<file path="src/rtl/lutram_pkg.sv">
// Package: constants shared by the distributed-RAM modules.
// Assumes every storage cell is 16 words deep and 1 bit wide.
package lutram_pkg;
    localparam int CELL_DEPTH = 16;
    localparam int CELL_AW    = 4;

    // Number of 16-deep banks needed for a given depth.
    function automatic int bank_count(input int depth);
        return depth / CELL_DEPTH;
    endfunction
endpackage

</file>
<file path="src/rtl/lutram_cell16.sv">
// Module: lutram_cell16
// One 16x1 storage cell. Writes happen on the rising clock edge,
// and the read is purely combinational from its own read address.
// Assumes the power-up contents come from INIT, and that there is no reset of the bits.
module lutram_cell16 #(
    parameter logic [15:0] INIT = '0
) (
    input  logic       clk,
    input  logic       rst_n,
    input  logic       we,
    input  logic [3:0] waddr,
    input  logic       wbit,
    input  logic [3:0] raddr,
    output logic       rbit
);
    logic [15:0] bits_q = INIT;

    // Store one bit at the write address when enabled.
    always_ff @(posedge clk) begin
        if (we) begin
            bits_q[waddr] <= wbit;
        end
    end

    // Combinational read of the addressed bit.
    assign rbit = bits_q[raddr];


    cell_write_chk: assert property (@(posedge clk) disable iff (!rst_n)
        we |=> (bits_q[$past(waddr)] == $past(wbit)));
endmodule

</file>
<file path="src/rtl/lutram_array.sv">
// Module: lutram_array
// DEPTH x WIDTH array built from 16x1 cells: one column of WIDTH cells per
// 16-deep bank. The upper write-address bits pick the bank that is written,
// and the upper read-address bits pick the bank that drives the read data.
// Assumes DEPTH is 16, 32, 64 or 128.
module lutram_array
    import lutram_pkg::*;
#(
    parameter int DEPTH = 64,
    parameter int WIDTH = 8,
    parameter logic [DEPTH*WIDTH-1:0] INIT = '0,
    localparam int AW    = $clog2(DEPTH),
    localparam int BANKS = DEPTH / CELL_DEPTH
) (
    input  logic             clk,
    input  logic             rst_n,
    input  logic             we,
    input  logic [AW-1:0]    waddr,
    input  logic [WIDTH-1:0] wdata,
    input  logic [AW-1:0]    raddr,
    output logic [WIDTH-1:0] rdata
);
    logic [BANKS-1:0] bank_we;
    logic [WIDTH-1:0] bank_rd [BANKS];

    // Collect the 16 power-up bits of the cell for bank b and bit i.
    function automatic logic [15:0] cell_init(input int b, input int i);
        logic [15:0] r;
        for (int k = 0; k < CELL_DEPTH; k++) begin
            r[k] = INIT[(b*CELL_DEPTH + k)*WIDTH + i];
        end
        return r;
    endfunction

    generate
        if (BANKS == 1) begin : g_single_bank
            // A single bank is always selected.
            always_comb bank_we[0] = we;
            always_comb rdata = bank_rd[0];
        end else begin : g_multi_bank
            // Decode the upper write-address bits into per-bank enables.
            always_comb begin
                for (int b = 0; b < BANKS; b++) begin
                    bank_we[b] = we && (waddr[AW-1:CELL_AW] == b[AW-CELL_AW-1:0]);
                end
            end
            // Multiplex the bank outputs by the upper read-address bits.
            always_comb rdata = bank_rd[raddr[AW-1:CELL_AW]];
        end

        for (genvar b = 0; b < BANKS; b++) begin : g_bank
            for (genvar i = 0; i < WIDTH; i++) begin : g_bit
                lutram_cell16 #(
                    .INIT (cell_init(b, i))
                ) u_cell (
                    .clk   (clk),
                    .rst_n (rst_n),
                    .we    (bank_we[b]),
                    .waddr (waddr[CELL_AW-1:0]),
                    .wbit  (wdata[i]),
                    .raddr (raddr[CELL_AW-1:0]),
                    .rbit  (bank_rd[b][i])
                );
            end
        end
    endgenerate


    hold_when_idle_chk: assert property (@(posedge clk) disable iff (!rst_n)
        (!we ##1 $stable(raddr)) |-> $stable(rdata));
endmodule

</file>
<file path="src/rtl/lutram_rdreg.sv">
// Module: lutram_rdreg
// Optional read-data register on the memory clock. When ENABLE is 0 it is
// a wire. When ENABLE is 1 it captures the data every edge and is cleared by
// the synchronous active-low reset.
module lutram_rdreg #(
    parameter int WIDTH  = 8,
    parameter bit ENABLE = 1'b0
) (
    input  logic             clk,
    input  logic             rst_n,
    input  logic [WIDTH-1:0] d,
    output logic [WIDTH-1:0] q
);
    generate
        if (ENABLE) begin : g_reg
            logic [WIDTH-1:0] q_r;
            // Capture the read data, or clear it during reset.
            always_ff @(posedge clk) begin
                if (!rst_n) q_r <= '0;
                else        q_r <= d;
            end
            assign q = q_r;


            rdreg_follow_chk: assert property (@(posedge clk) disable iff (!rst_n)
                1'b1 |=> (q == $past(d)));
        end else begin : g_wire
            assign q = d;
        end
    endgenerate
endmodule

</file>
<file path="src/rtl/lutram_dp.sv">
// Module: lutram_dp (top)
// Distributed RAM with a read/write port A and an optional read-only port B.
// In dual-port mode a second array receives port A's writes and is read at
// addr_b. In single-port mode port B is absent and reads zero. Each read path
// can be registered with OUT_REG.
// Assumes DEPTH is 16, 32, 64 or 128.
module lutram_dp #(
    parameter int DEPTH     = 64,
    parameter int WIDTH     = 8,
    parameter bit DUAL_PORT = 1'b1,
    parameter bit OUT_REG   = 1'b0,
    parameter logic [DEPTH*WIDTH-1:0] INIT = '0,
    localparam int AW = $clog2(DEPTH)
) (
    input  logic             clk,
    input  logic             rst_n,
    input  logic             wr_en,
    input  logic [AW-1:0]    addr_a,
    input  logic [WIDTH-1:0] wdata,
    input  logic [AW-1:0]    addr_b,
    output logic [WIDTH-1:0] rdata_a,
    output logic [WIDTH-1:0] rdata_b
);
    logic [WIDTH-1:0] comb_a;
    logic [WIDTH-1:0] comb_b;

    lutram_array #(
        .DEPTH (DEPTH),
        .WIDTH (WIDTH),
        .INIT  (INIT)
    ) u_array_a (
        .clk   (clk),
        .rst_n (rst_n),
        .we    (wr_en),
        .waddr (addr_a),
        .wdata (wdata),
        .raddr (addr_a),
        .rdata (comb_a)
    );

    generate
        if (DUAL_PORT) begin : g_dual
            // The copy shares port A's write address and data and reads at addr_b.
            lutram_array #(
                .DEPTH (DEPTH),
                .WIDTH (WIDTH),
                .INIT  (INIT)
            ) u_array_b (
                .clk   (clk),
                .rst_n (rst_n),
                .we    (wr_en),
                .waddr (addr_a),
                .wdata (wdata),
                .raddr (addr_b),
                .rdata (comb_b)
            );


            port_copy_chk: assert property (@(posedge clk) disable iff (!rst_n)
                (addr_a == addr_b) |-> (comb_a == comb_b));
        end else begin : g_single
            logic unused_addr_b;
            // Port B is absent, so its address is ignored.
            assign unused_addr_b = ^addr_b;
            assign comb_b = '0;
        end
    endgenerate

    lutram_rdreg #(
        .WIDTH  (WIDTH),
        .ENABLE (OUT_REG)
    ) u_rdreg_a (
        .clk   (clk),
        .rst_n (rst_n),
        .d     (comb_a),
        .q     (rdata_a)
    );

    lutram_rdreg #(
        .WIDTH  (WIDTH),
        .ENABLE (OUT_REG)
    ) u_rdreg_b (
        .clk   (clk),
        .rst_n (rst_n),
        .d     (comb_b),
        .q     (rdata_b)
    );
endmodule

</file>
<file path="config.mk">
export PLATFORM = sky130hd
export DESIGN_NAME = lutram_dp
export DESIGN_NICKNAME = d
export VERILOG_FILES = /design/src/rtl/lutram_pkg.sv /design/src/rtl/lutram_cell16.sv /design/src/rtl/lutram_array.sv /design/src/rtl/lutram_rdreg.sv /design/src/rtl/lutram_dp.sv
export SDC_FILE = /design/constraint.sdc
export NUM_CORES = 1
export LEC_CHECK = 0
export BUFFER_PORTS_ARGS = -buffer_cell sky130_fd_sc_hd__buf_2
export CORE_ASPECT_RATIO = 0.8
export CORE_MARGIN = 4
export CORE_UTILIZATION = 60
export CTS_CLUSTER_DIAMETER = 100
export DETAILED_ROUTE_END_ITERATION = 12
export GPL_TIMING_DRIVEN = 0
export PLACE_DENSITY = 0.77
export SETUP_SLACK_MARGIN = 0.3
export SYNTH_ARGS = -nofsm -noshare
export SYNTH_HDL_FRONTEND = slang
export SYNTH_SLANG_ARGS = --single-unit
</file>
<file path="constraint.sdc">
create_clock -name clk -period 3.11 [get_ports clk]
set_input_delay 0.311 -clock clk [delete_from_list [all_inputs] [get_ports clk]]
set_output_delay 0.311 -clock clk [all_outputs]
set_load 0.01 [all_outputs]
</file>
# After elaboration in Yosys (flattened, before gate mapping)
# Cells that the tools add are included.
# Widths: inputs -> output; s select.
# totals
output_inout_bits,16
regBits,1024
in_bits,23
# op_classes
n_bitwise,2
order_cmp,5
n_mux,200
n_reduce_logical,6
n_eq_ne,3
# op_table
operator,count
$bwmux 16,64
$bmux 1 s4,64
$mux 1,65
$bmux 8 s2,2
$mux 8,4
$lt 4x5->1 const B,2
$ge 3x3->1 const B,2
$not 2->3,2
$logic_and 1x1->1,5
$demux 1 s4,1
$eq 2x2->1 const B,2
$ge 4x1->1 const B,1
$eq 2x1->1 const B,1
$logic_not 2->1,1

# Depth between registers and ports, before layout
# logic_depth
ltp_word,5
ltp_mapped,8

# Hierarchy
# From an unflattened synthesis, not the netlist that was laid out.
# unflattened
cells_unflattened,2988
area_unflattened_um2,47020.1
# modules_own_cells
mod,seq_area_each_um2,instances,area_each_um2,cells_per_inst
lutram_cell16,480.5,64,725.7,46
lutram_array,0.0,2,227.7,14
lutram_rdreg,0.0,2,60.1,8

# Worst setup path before layout
# No wires, ideal clock.
# synth_timing
path_type,input-to-reg
startpoint,input port addr_a[1]
endpoint,"register g_dual.u_array_b.g_bank[1].g_bit[1].u_cell.bits_q[3], enable pin"
arrival_ps,1984
n_path_buf,3
setup_slack_ps,732
setup_time_ps,395
cell_stages,5
path_cell_list,buf_2 buf_2 buf_1 nand2_1 nor4_1
# synth_lines
element,line_no,source
from (decl),lutram_dp.sv:18,"input logic [AW-1:0] addr_a,"
"to (signal, indexed assignment)",lutram_cell16.sv:21,bits_q[waddr] <= wbit;
to (decl),lutram_cell16.sv:16,logic [15:0] bits_q = INIT;

# Final worst setup path
# layout_timing
startpoint,input port addr_a[2]
endpoint,output port rdata_a[6]
# layout_via
elab_chain_cells,5
# layout_lines
element,line_no,source
$bmux 1 s4,lutram_cell16.sv:26,assign rbit = bits_q[raddr];
$mux 1 (implied by the code),lutram_cell16.sv:26,
$bmux 8 s2 (*),lutram_array.sv:48,always_comb rdata = bank_rd[raddr[AW-1:CELL_AW]];
$mux 8 (implied by the code) (*) (2 in a row),lutram_array.sv:48,
to (decl),lutram_dp.sv:21,"output logic [WIDTH-1:0] rdata_a,"
# Mark *: on every way between the ends. The rest lies on a longest branch, timed or not. The select of a mux whose other input is x is not followed.

==> results.json <==
{
  "status": "complete, no violations",
  "hold-worst-slack_ps": 306,
  "synth_seq_area_share": 0.645,
  "final_max_slew_viol_count": 0,
  "first_global_vias": 14400,
  "overflow": 0,
  "ys_seq_elements": 512,
  "layout_common_cells": "edfxtp_1, mux4_2, nor2_1, clkbuf_16, buf_2",
  "synth.avg_cell_area_um2": 19.4,
  "ant_nets": 0,
  "synth.top_cell.area_share": 0.645,
  "hold_buffers": 0,
  "crit_path_end_kind": "output port",
  "via_count": 14600,
  "clockBufferDepth": 3,
  "worstPathMaxFanout": 10,
  "critPathLaunchType": "primary input",
  "design.core.area_um2": 39400,
  "cts_buffers": 48,
  "synthCells": 1229,
  "wl_per_cell_um": 39.2,
  "ys_types": 37,
  "hpwl_um": 49900,
  "h-tree-depth": 2,
  "cp-endpoint": "rdata_a[6]",
  "hold_path.class": "primary input to flop",
  "clkSinkCount": 512,
  "grt_max_degree": 65,
  "synth_largest_area_cell": "edfxtp_1",
  "tightest_slew_ps": 1370,
  "viasPerCell": 7.75,
  "crit_top_cell": "buf_2",
  "p_leak_nw": 8.26,
  "drv_cap": 0,
  "drive_above_1_share": 0.385,
  "route.detailed.drc": 0,
  "track_usage": 0.346,
  "cp_slowest_cell": "buf_2",
  "fin_ws_ps": 143,
  "die_h_um": 186,
  "synth_area_um2": 23900,
  "drtIter0Drc": 2898,
  "relSlewSlack": 0.0847,
  "netlist_top_cells_area": "edfxtp_1, mux4_2, a22oi_1",
  "area_growth_syn_to_layout_pct": 12.5,
  "syn-num-nets": 1252,
  "crit_required_ps": 2800,
  "clock.fmax_ghz": 0.337,
  "nets": 1339,
  "layout_commonest_cell": "edfxtp_1",
  "period_needed_ps": 2970,
  "crit_path_start": "addr_a[2]",
  "first_pass_iters": 6,
  "ir_worst_vdd_mv": 0.542,
  "grt_pass1_wl_um": 105000,
  "cts_tree": "built",
  "clockRootBuffer": "clkbuf_16",
  "yosysWarnings": 0,
  "p_total_w": 0.0147,
  "pre_cts_ws_ps": -363,
  "antenna_found_initial": 2,
  "final_hold_viol_count": 0,
  "path_cells": "buf_2 > nor2b_1 > clkbuf_2 > buf_2 > a22oi_1 > a21oi_1 > nor3_1 > a21oi_1 > buf_2",
  "clkSlewWorstSetupHoldPaths_ps": 60,
  "wirelength_um": 74000,
  "cp_slowest_stage_delay_ps": 470,
  "initial_core_util": 0.606,
  "crit_arrival_ps": 2660,
  "p_per_area_nw_per_um2": 549,
  "rows": 65,
  "fin_crit_sh": 0.954,
  "rsz0062_at_grt": "true",
  "finalSetupViolCount": 0,
  "die_w_um": 231,
  "io_buffer_count": 30,
  "gp_congestion": 1.07,
  "die_area_um2": 43000,
  "io_pins": 39,
  "worstSetupPathType": "primary input to output port"
}
## Yosys cell counts
library cell / count
edfxtp_1: 512
mux4_2: 246
nor2_1: 83
a22oi_1: 66
a21oi_1: 50
clkbuf_1: 36
buf_2: 33
mux2i_1: 30
buf_4: 19
nand2_1: 19
a211oi_1: 14
nor2b_1: 13
nand3_1: 11
mux2_2: 10
buf_1: 9
nor3_1: 8
o22ai_1: 8
a2111oi_0: 6
a221o_1: 6
o221ai_1: 6
o22a_1: 6
o41ai_1: 6
buf_6: 5
mux4_1: 4
nor4_1: 4
nand3b_1: 3
a22o_1: 2
a31oi_1: 2
nand2b_1: 2
o21ai_0: 2
o21ai_1: 2
and2_1: 1
buf_8: 1
clkbuf_2: 1
clkinv_1: 1
or3_1: 1
or3b_1: 1
## flip-flops by register name (all words and copies together), names as in the netlist
signal / flops
u_array_a.g_bank.g_bit.u_cell.bits_q: 366
g_dual.u_array_b.g_bank.g_bit.u_cell.bits_q: 146
## logic make-up after synthesis
kind of cell,share of synthesized area
buffers and inverters,0.0233
AO/OA/AOI/OAI,0.0512
AND/OR/NAND/NOR,0.0269
multiplexers,0.254
flip-flops,0.645
## critical path: cells and delay by family
family	cells	cell delay, ps
AOI/OAI and AO/OA	3	800
buffers and inverters	4	1270
and+or+nand+nor	2	250
## final cells by class
type	count	area, µm²
fill	2503	12500
sequential	512	15400
clock inverter	26	180
multi-input combinational	612	8420
buffer	104	719
antenna	1	2.50
clock buffer	58	1260
inverter	1	3.75
timing repair buffer	37	203
tap	536	671
## per-stage QoR
| step | setup TNS [ps] | std cells | utilization | instance area, µm² |
|---|---|---|---|---|
| floorplan | 0 | 1229 | - | 23900 |
| global placement | -42760 | 1795 | 0.627 | 24700 |
| detailed placement | -53750 | 1799 | 0.628 | 24700 |
| CTS | 0 | 1885 | 0.676 | 26600 |
| global route | 0 | 1886 | 0.682 | 26800 |
| finish | 0 | 1887 | 0.682 | 26800 |
## worst min-delay path by stage
stage	slack (ps)	depth (start not counted)	end	from
6_report	310	2	u_array_a.g_bank[1].g_bit[7].u_cell.bits_q[3]	addr_a[2]
5_1_grt	300	2	u_array_a.g_bank[1].g_bit[7].u_cell.bits_q[3]	addr_a[2]
4_1_cts	290	2	u_array_a.g_bank[1].g_bit[7].u_cell.bits_q[3]	addr_a[2]
3_5_place_dp	840	2	flop	addr_a[2]
3_3_place_gp	960	2	u_array_a.g_bank[3].g_bit[6].u_cell.bits_q[3]	addr_a[2]
2_1_floorplan	410	0	flop	wdata[0]
## routing by layer
metal	up-vias	GRT usage	wire, µm
met4	0	0.118	3490
met3	241	0.123	12200
li1	5498	-	-
met2	1388	0.499	32600
met1	7493	0.503	25700
met5	-	0	0
## where the power goes
group,switching [W],total (W),internal [W]
Clock,0.00255,0.00560,0.00304
Sequential,0.0000214,0.00767,0.00764
Combinational,0.000933,0.00149,0.000552
Total,0.00351,0.0147,0.0112
## repair_timing
| action | CTS | global route |
|---|---|---|
| buffers inserted | 2 | 1 |
| hold endpoints to repair | 0 | 0 |
| cloned | 0 | 0 |
| gates resized for setup | 109 | 62 |
| setup endpoints to repair | 32 | 15 |
| pin swaps | 0 | 11 |
Power figures use the tool's default switching activity.
